[config.mk]
export PLATFORM = sky130hd
export DESIGN_NAME = pwm_gate_seq
export DESIGN_NICKNAME = d
export VERILOG_FILES = /design/src/rtl/pwm_gate_pkg.sv /design/src/rtl/pwm_level_decode.sv /design/src/rtl/pwm_brake_sync.sv /design/src/rtl/pwm_dem_timer.sv /design/src/rtl/pwm_gate_drive.sv /design/src/rtl/pwm_gate_seq.sv
export SDC_FILE = /design/constraint.sdc
export NUM_CORES = 1
export LEC_CHECK = 0
export BUFFER_PORTS_ARGS = -buffer_cell sky130_fd_sc_hd__buf_2
export CORE_ASPECT_RATIO = 1.4
export CORE_MARGIN = 1
export CORE_UTILIZATION = 50
export CTS_CLUSTER_DIAMETER = 200
export DETAILED_ROUTE_END_ITERATION = 6
export PLACE_DENSITY = 0.67
export SETUP_SLACK_MARGIN = 0.15
export SYNTH_ARGS = -nofsm -noshare
export SYNTH_HDL_FRONTEND = slang
export SYNTH_HIERARCHICAL = 1
export SYNTH_SLANG_ARGS = --single-unit
[constraint.sdc]
create_clock -name clk_i -period 2.2 [get_ports clk_i]
set_input_delay 0.44 -clock clk_i [delete_from_list [all_inputs] [get_ports clk_i]]
set_output_delay 0.44 -clock clk_i [all_outputs]
set_load 0.05 [all_outputs]
[src/rtl/pwm_gate_pkg.sv]
package pwm_gate_pkg;
  typedef enum logic [1:0] {
    CMD_LO  = 2'd0,
    CMD_HI  = 2'd1,
    CMD_MID = 2'd2
  } pwm_cmd_e;
endpackage

[src/rtl/pwm_level_decode.sv]
module pwm_level_decode
  import pwm_gate_pkg::*;
(
  input  logic     hi_i,
  input  logic     lo_i,
  input  logic     mid_i,
  output pwm_cmd_e cmd_o
);
  // only a clean single high or low flag drives a gate; all else is mid
  always_comb begin
    case ({hi_i, lo_i, mid_i})
      3'b100:  cmd_o = CMD_HI;
      3'b010:  cmd_o = CMD_LO;
      default: cmd_o = CMD_MID;
    endcase
  end
endmodule

[src/rtl/pwm_brake_sync.sv]
module pwm_brake_sync #(
  parameter int STAGES = 2
) (
  input  logic clk_i,
  input  logic rst_ni,
  input  logic d_i,
  output logic q_o
);
  logic [STAGES-1:0] sr_q;

  generate
    if (STAGES == 1) begin : g_one
      always_ff @(posedge clk_i or negedge rst_ni)
        if (!rst_ni) sr_q <= '1;
        else         sr_q <= d_i;
    end else begin : g_chain
      always_ff @(posedge clk_i or negedge rst_ni)
        if (!rst_ni) sr_q <= '1;
        else         sr_q <= {sr_q[STAGES-2:0], d_i};
    end
  endgenerate

  assign q_o = sr_q[STAGES-1];
endmodule

[src/rtl/pwm_dem_timer.sv]
module pwm_dem_timer #(
  parameter int BLANK_CYC = 15,
  parameter int TMO_CYC   = 3000
) (
  input  logic clk_i,
  input  logic rst_ni,
  input  logic active_i,
  input  logic zc_i,
  input  logic ls_fb_low_i,
  output logic release_o
);
  localparam int BLK_W = $clog2(BLANK_CYC + 1);
  localparam int TMO_W = $clog2(TMO_CYC + 1);
  localparam logic [BLK_W-1:0] BLK_MAX = BLK_W'(BLANK_CYC);
  localparam logic [TMO_W-1:0] TMO_MAX = TMO_W'(TMO_CYC);

  logic [BLK_W-1:0] blk_q;
  logic [TMO_W-1:0] tmo_q;
  logic             zc_ok;

  // blanking window restarts whenever the low-side gate is seen low
  always_ff @(posedge clk_i or negedge rst_ni) begin
    if (!rst_ni)               blk_q <= '0;
    else if (ls_fb_low_i)      blk_q <= '0;
    else if (blk_q != BLK_MAX) blk_q <= blk_q + 1'b1;
  end

  always_ff @(posedge clk_i or negedge rst_ni) begin
    if (!rst_ni)               tmo_q <= '0;
    else if (!active_i)        tmo_q <= '0;
    else if (tmo_q != TMO_MAX) tmo_q <= tmo_q + 1'b1;
  end

  assign zc_ok     = zc_i && !ls_fb_low_i && (blk_q == BLK_MAX);
  assign release_o = active_i && (zc_ok || (tmo_q == TMO_MAX));

  AST_BLANK_RESPECTED: assert property (@(posedge clk_i) disable iff (!rst_ni)
    $fell(ls_fb_low_i) && !release_o |=> !release_o || (tmo_q == TMO_MAX) || (BLANK_CYC == 0));
endmodule

[src/rtl/pwm_gate_drive.sv]
module pwm_gate_drive
  import pwm_gate_pkg::*;
(
  input  logic     clk_i,
  input  logic     rst_ni,
  input  pwm_cmd_e cmd_i,
  input  logic     dem_i,
  input  logic     brake_i,
  input  logic     supply_ok_i,
  input  logic     release_i,
  input  logic     hs_fb_low_i,
  input  logic     ls_fb_low_i,
  output logic     hs_en_o,
  output logic     ls_en_o,
  output logic     active_o
);
  logic done_q, hs_en_q, ls_en_q;
  logic gate_ok, hs_want, ls_want;

  // low side released for the rest of this mid-level interval
  always_ff @(posedge clk_i or negedge rst_ni) begin
    if (!rst_ni)             done_q <= 1'b0;
    else if (cmd_i != CMD_MID) done_q <= 1'b0;
    else if (release_i)      done_q <= 1'b1;
  end

  assign active_o = (cmd_i == CMD_MID) && dem_i && !done_q;
  assign gate_ok  = supply_ok_i && !brake_i;
  assign hs_want  = gate_ok && (cmd_i == CMD_HI);
  assign ls_want  = gate_ok && ((cmd_i == CMD_LO) || (active_o && !release_i));

  // turn-off is immediate; turn-on waits for the opposite gate to be low
  always_ff @(posedge clk_i or negedge rst_ni) begin
    if (!rst_ni) begin
      hs_en_q <= 1'b0;
      ls_en_q <= 1'b0;
    end else begin
      hs_en_q <= hs_want && (hs_en_q || (!ls_en_q && ls_fb_low_i));
      ls_en_q <= ls_want && (ls_en_q || (!hs_en_q && hs_fb_low_i));
    end
  end

  assign hs_en_o = hs_en_q;
  assign ls_en_o = ls_en_q;

  AST_NO_SHOOT_THROUGH: assert property (@(posedge clk_i) disable iff (!rst_ni)
    !(hs_en_q && ls_en_q));
  AST_HS_WAITS_LS: assert property (@(posedge clk_i) disable iff (!rst_ni)
    $rose(hs_en_q) |-> $past(!ls_en_q && ls_fb_low_i));
  AST_LS_WAITS_HS: assert property (@(posedge clk_i) disable iff (!rst_ni)
    $rose(ls_en_q) |-> $past(!hs_en_q && hs_fb_low_i));
  AST_MID_DROPS_HS: assert property (@(posedge clk_i) disable iff (!rst_ni)
    (cmd_i == CMD_MID) |=> !hs_en_q);
  AST_BRAKE_MODE_MID: assert property (@(posedge clk_i) disable iff (!rst_ni)
    (cmd_i == CMD_MID) && !dem_i |=> !ls_en_q);
  AST_RELEASE_DROPS_LS: assert property (@(posedge clk_i) disable iff (!rst_ni)
    release_i |=> !ls_en_q);
  AST_SUPPLY_LOW_OFF: assert property (@(posedge clk_i) disable iff (!rst_ni)
    !supply_ok_i |=> !hs_en_q && !ls_en_q);
endmodule

[src/rtl/pwm_gate_seq.sv]
module pwm_gate_seq
  import pwm_gate_pkg::*;
#(
  parameter int BLANK_CYC   = 15,
  parameter int TMO_CYC     = 3000,
  parameter int SYNC_STAGES = 2
) (
  input  logic clk_i,
  input  logic rst_ni,
  input  logic pwm_hi_i,
  input  logic pwm_lo_i,
  input  logic pwm_mid_i,
  input  logic brake_ni,
  input  logic supply_ok_i,
  input  logic zc_i,
  input  logic hs_fb_low_i,
  input  logic ls_fb_low_i,
  output logic hs_en_o,
  output logic ls_en_o,
  output logic dem_mode_o
);
  pwm_cmd_e cmd;
  logic     brake_s, dem_q, active, release_ls;

  pwm_level_decode u_dec (
    .hi_i (pwm_hi_i),
    .lo_i (pwm_lo_i),
    .mid_i(pwm_mid_i),
    .cmd_o(cmd)
  );

  pwm_brake_sync #(.STAGES(SYNC_STAGES)) u_sync (
    .clk_i (clk_i),
    .rst_ni(rst_ni),
    .d_i   (brake_ni),
    .q_o   (brake_s)
  );

  // mode latch: set by a brake seen with supply good, cleared by supply loss
  always_ff @(posedge clk_i or negedge rst_ni) begin
    if (!rst_ni)          dem_q <= 1'b0;
    else if (!supply_ok_i) dem_q <= 1'b0;
    else if (!brake_s)    dem_q <= 1'b1;
  end

  pwm_dem_timer #(.BLANK_CYC(BLANK_CYC), .TMO_CYC(TMO_CYC)) u_tmr (
    .clk_i      (clk_i),
    .rst_ni     (rst_ni),
    .active_i   (active),
    .zc_i       (zc_i),
    .ls_fb_low_i(ls_fb_low_i),
    .release_o  (release_ls)
  );

  pwm_gate_drive u_drv (
    .clk_i      (clk_i),
    .rst_ni     (rst_ni),
    .cmd_i      (cmd),
    .dem_i      (dem_q),
    .brake_i    (!brake_s),
    .supply_ok_i(supply_ok_i),
    .release_i  (release_ls),
    .hs_fb_low_i(hs_fb_low_i),
    .ls_fb_low_i(ls_fb_low_i),
    .hs_en_o    (hs_en_o),
    .ls_en_o    (ls_en_o),
    .active_o   (active)
  );

  assign dem_mode_o = dem_q;

  AST_BRAKE_GATES_OFF: assert property (@(posedge clk_i) disable iff (!rst_ni)
    !brake_s |=> !hs_en_o && !ls_en_o);
  AST_MODE_STICKY: assert property (@(posedge clk_i) disable iff (!rst_ni)
    dem_q && supply_ok_i |=> dem_q);
  AST_MODE_CLEARS: assert property (@(posedge clk_i) disable iff (!rst_ni)
    !supply_ok_i |=> !dem_q);
  AST_MODE_NEEDS_SUPPLY: assert property (@(posedge clk_i) disable iff (!rst_ni)
    $rose(dem_q) |-> $past(supply_ok_i && !brake_s));
endmodule

; ---- Yosys cells after proc, flatten, opt, wreduce, memory -nomap -nowiden
; Index checks and enable logic that the tools add are counted.
[classes]
n_addsub = 2
n_eq_ne = 11
muxes = 9
n_reduce_logical = 25
[op_table]
columns = op, n
row1 = $mux 12, 2
row2 = $logic_and 1x1->1, 13
row3 = $add 12x1->12 const B, 1
row4 = $eq 12x12->1 const B, 1
row5 = $ne 12x12->1 const B, 1
row6 = $mux 4, 2
row7 = $ne 2x2->1 const B, 3
row8 = $logic_not 1->1, 5
row9 = $add 4x1->4 const B, 1
row10 = $eq 4x4->1 const B, 1
row11 = $logic_or 1x1->1, 4
row12 = $mux 1, 4
row13 = $ne 4x4->1 const B, 1
row14 = $pmux 2 s2, 1
row15 = $reduce_bool 2->1, 2
row16 = $eq 3x2->1 const B, 1
row17 = $eq 3x3->1 const B, 1
row18 = $eq 2x1->1 const B, 1
row19 = $eq 2x2->1 const B, 1
row20 = $logic_not 2->1, 1
[totals]
regBits = 22
input_bits = 10
output_inout_bits = 3
wordCells = 54

; ---- Longest topological paths before layout
[logic_depth]
depth_word = 11
mapped_depth = 7

; ---- Cells and area by module
; The synthesis kept the hierarchy.
[by_module_without_submodules]
columns = module, n_inst, cells_per_inst, area_each_um2, seq_area_each_um2
row1 = pwm_dem_timer, 1, 87, 868.3, 400.4
row2 = pwm_gate_drive, 1, 14, 165.2, 75.1
row3 = pwm_brake_sync, 1, 2, 52.6, 52.6
row4 = pwm_gate_seq, 1, 3, 36.3, 25.0
row5 = pwm_level_decode, 1, 3, 22.5, 0.0

; ---- Worst setup path before layout
; OpenSTA, ideal clock, no wires.
[synth_timing]
kind = input -> register
from = in pwm_lo_i
to = reg u_drv.ls_en_q (netlist: u_drv/ls_en_o)
arrival_time_ns = 1.771
required_time_ns = 2.106
path_slack_ns = 0.335
cell_stages = 6
path_buffers = 1
path_cell_list = nor3b_1 > and4bb_2 > buf_6 > o21a_1 > or3b_1 > a221oi_2
[synth_between]
elab_chain_cells = 11
elab_cells_between_ends = 13
[synth_lines]
columns = element, line
row1 = from (decl), pwm_gate_seq.sv:11  ; input logic pwm_lo_i,
row2 = $eq 3x2->1 / $eq 3x3->1 (equally long branches), pwm_level_decode.sv:11  ; case ({hi_i, lo_i, mid_i})
row3 = $pmux 2 s2 (*), pwm_level_decode.sv:11
row4 = $eq 2x2->1 (*), pwm_gate_drive.sv:27  ; assign active_o = (cmd_i == CMD_MID) && dem_i && !done_q;
row5 = $logic_and 1x1->1 (*) (2 in a row), pwm_gate_drive.sv:27
row6 = named net active, pwm_gate_seq.sv:23  ; logic brake_s, dem_q, active, release_ls;
row7 = $logic_and 1x1->1 (*), pwm_dem_timer.sv:35  ; assign release_o = active_i && (zc_ok || (tmo_q == TMO_MAX));
row8 = named net release_ls, pwm_gate_seq.sv:23
row9 = $logic_not 1->1 (*), pwm_gate_drive.sv:30  ; assign ls_want = gate_ok && ((cmd_i == CMD_LO) || (active_o && !release_i));
row10 = $logic_and 1x1->1 (*), pwm_gate_drive.sv:30
row11 = $logic_or 1x1->1 (*), pwm_gate_drive.sv:30
row12 = $logic_and 1x1->1 (*), pwm_gate_drive.sv:30
row13 = $logic_and 1x1->1 (*), pwm_gate_drive.sv:39  ; ls_en_q <= ls_want && (ls_en_q || (!hs_en_q && hs_fb_low_i));
row14 = to (signal assigned), pwm_gate_drive.sv:39
row15 = to (decl), pwm_gate_drive.sv:17  ; logic done_q, hs_en_q, ls_en_q;
; Mark *: on every way through the listed nets, which the timed path passes. The rest lies on a longest branch.
; A chain may end at the register's enable or synchronous reset.

; ---- Worst setup path after layout
[layout_timing]
from = reg u_tmr.tmo_q[0]
to = reg u_drv.ls_en_q (netlist: u_drv/ls_en_o)
[layout_between]
elab_chain_cells = 8
[layout_lines]
columns = element, line
row1 = from (decl), pwm_dem_timer.sv:18  ; logic [TMO_W-1:0] tmo_q;
row2 = from (signal assigned), pwm_dem_timer.sv:31  ; else if (tmo_q != TMO_MAX) tmo_q <= tmo_q + 1'b1;
row3 = $eq 12x12->1, pwm_dem_timer.sv:35
row4 = $logic_or 1x1->1, pwm_dem_timer.sv:35
row5 = $logic_and 1x1->1, pwm_dem_timer.sv:35
row6 = named net release_ls, pwm_gate_seq.sv:23
row7 = $logic_not 1->1, pwm_gate_drive.sv:30
row8 = $logic_and 1x1->1, pwm_gate_drive.sv:30
row9 = $logic_or 1x1->1, pwm_gate_drive.sv:30
row10 = $logic_and 1x1->1, pwm_gate_drive.sv:30
row11 = $logic_and 1x1->1, pwm_gate_drive.sv:39
; The timed path passes the listed nets, and every way through them passes these cells.

==> qor.txt <==
Synth area leaders: dfrtp_1 44%, dfstp_2 4.6%, mux2i_1 3.5%
FP Rows: 20
Hold Path Class: input port to asynchronous set/reset pin
DR vias: 841
dominant synthesized flop cell: dfrtp_1
part of the Yosys area used for sequential elements: 0.483
switch share: 0.231
DRT antenna net count: 0
FF-to-FF Start: u_tmr/tmo_q[0]
clock-pin slew on the worst setup and hold paths: 0.11 ns
setup TNS: 0 ns
Worst-Skew Late Latency: 0.29 ns
Multi-input gate area: 551 µm²
io pins: 13
post-CTS setup buffer count: 0
core area: 0.00218 mm²
Port Buffers: 12
initial antenna violation count: 0
met1 global-route usage: 0.220
IR drop worst, VDD: 423 µV
CP max stage delay: 0.44 ns
Fin. Hold Viols: 0
FF+latch area: 553 µm²
EDFF count, synth: 0
Post-Route WL: 1930 µm
crit path launch: u_tmr/tmo_q[0]
DR pass1 iterations: 4
Non-Filler Instances: 146
worst rel slew slack: 0.676
grt met3 use: 0.0368
largest area contributor in the netlist: dfrtp_1
Pwr Total: 0.703 mW
H-Tree Level Count: 1
Crit Path Max Fanout: 5
crit-path cells: inv_1 -> ha_1 -> nand2_1 -> nor4_4 -> o21a_1 -> or3b_1 -> a221oi_2
# fillers: 192
TritonCTS clock tree: done
Post-CTS Hold Buffers: 0
DR WL/cell: 13.2 µm
Final Util: 0.578
met2 usage: 0.347
Sequential Power Share: 0.607
clock buffer depth: 2
placed cells: 142
clock share of power: 0.302
DR vias/cell: 5.76
Mean Syn Cell Area: 10.5 µm²
setup violators final: 0
Post-CTS Resized: 0
die height: 58.6 µm
GRT Total Usage: 0.191
CP Buf/Inv Count: 1
Max-Cap Viols: 0
Crit path required time: 2.41 ns
Synth cell types: 32
Diodes inserted: 0
DRC viols: 0
final net count: 138
Area Overhead vs Synth: 9.84%
Starting Density: 0.526
largest net degree at the start of global routing: 23
vias in the first global route: 855
DP Wirelength: 1470 µm
Iteration-0 DRC Markers: 27
Slew Limit Fails: 0
Critical Path AT: 1.99 ns
crit path capture type: flop
first-pass GRT wire length: 3600 µm
P_leak: 0.540 nW
Root Buffer: clkbuf_4
CP Class: flop to flop
DIE WIDTH: 42.4 µm
CTS buffer count: 3
Comb pwr share: 0.092
asr flop ratio synth: 1.00
P_sw: 0.162 mW
final period demand of the worst path: 1.79 ns
Power Dens Cells: 559 mW/mm²
unrepaired setup endpoints after global routing: no
busiest grt layer: met2
Cells after Synth: 109
Worst setup SP type: flop
Placer Congestion: 0.793
#FFs+latches synth: 22
slew at the pin with the worst max-slew slack: 0.487 ns
outcome: complete, no violations
share of cells above drive strength 1: 0.185
CP max stage cell: dfrtp_1
Die ar.: 0.00249 mm²
most common cell after layout, fill and taps aside: dfrtp_1
maximum clock frequency: 0.560 GHz
Yosys top cell area share: 0.437
Cell Int Power: 0.541 mW
Layout Skew: 0.00255 ns
Synth warnings: 6
most frequent cells in the layout: 20 x dfrtp_1, 12 x buf_2, 9 x nand2_1
Top Family by Delay on Critical Path: simple AND/OR/NAND/NOR gates
Mapped Nets: 122
Post-Syn Area: 0.00114 mm²
CTS sink cnt: 22
GRT Residual Overflow: 0
Final period util: 0.812
state kept, by name, indices dropped and copies added, names as in the netlist:
name and flops:
dem_mode_o 1, u_drv/done_q 1, u_drv/hs_en_o 1, u_drv/ls_en_o 1
u_sync/sr_q 2, u_tmr/blk_q 4, u_tmr/tmo_q 12
layout make-up:
cell class | instances | share of cell area
inverter | 8 | 0.0239
multi-input combinational | 78 | 0.438
tap | 22 | 0.0219
clock buffer | 4 | 0.0289
sequential | 22 | 0.440
timing repair buffer | 12 | 0.0478
stage by stage:
step           hold slack (ns)  cell area (µm²)  setup WS (ns)
6_report                0.0867             1260          0.414
5_1_grt                  0.111             1260          0.244
4_1_cts                 0.0891             1260          0.398
3_5_place_dp             0.348             1220          0.110
3_3_place_gp             0.346             1220          0.203
2_1_floorplan            0.144             1140          0.335
routing by layer:
layer	vias up	share of wire
li1	423	-
met1	404	0.44
met2	12	0.53
met3	2	0.023
met4	0	0.0088
met5	-	0
synthesized netlist by cell type, types with 2 or more instances:
cell type,instances
nor3_1,2
xnor2_1,2
nand3_1,5
o31ai_1,3
nor2_1,7
nand4_1,2
xor2_1,2
or3_1,3
dfstp_2,2
dfrtp_1,20
mux2i_1,4
a21oi_1,6
nand3b_1,2
or3b_1,2
nand2_1,9
ha_1,3
nor3b_1,4
nand2b_1,3
inv_1,8
o21ai_0,4
o21a_1,3
or4_1,3
cell families after synthesis:
kind of cell	share of synthesized area
AND/OR/NAND/NOR	0.281
flip-flops	0.483
AO/OA/AOI/OAI	0.102
buffers and inverters	0.0361
XOR/XNOR	0.0306
multiplexers	0.0350
adder cells (fa/ha/maj)	0.0328
worst paths after layout:
path | endpoint | slack (ns) | depth (start not counted)
hold / removal | u_drv/ls_en_o | 0.09 | 1
hold reg to reg | u_sync/sr_q[1] | 0.36 | 0
max in group asynchronous | u_sync/sr_q[1] | 1.76 | 1
min in group clk_i | u_sync/sr_q[0] | 0.24 | 1
setup / recovery | u_drv/ls_en_o | 0.41 | 7
setup reg to reg | u_drv/ls_en_o | 0.41 | 7
power groups by stage:
| stage | Sequential [mW] | Combinational [mW] | Clock [mW] |
|---|---|---|---|
| finish | 0.427 | 0.0644 | 0.212 |
| global route | 0.428 | 0.0739 | 0.242 |
| detailed placement | 0.434 | 0.0657 | 0 |
| global placement | 0.434 | 0.0636 | 0 |
| floorplan | 0.439 | 0.0355 | 0 |
| CTS | 0.427 | 0.0657 | 0.227 |
Note: power is estimated with default switching activity, not from simulation.
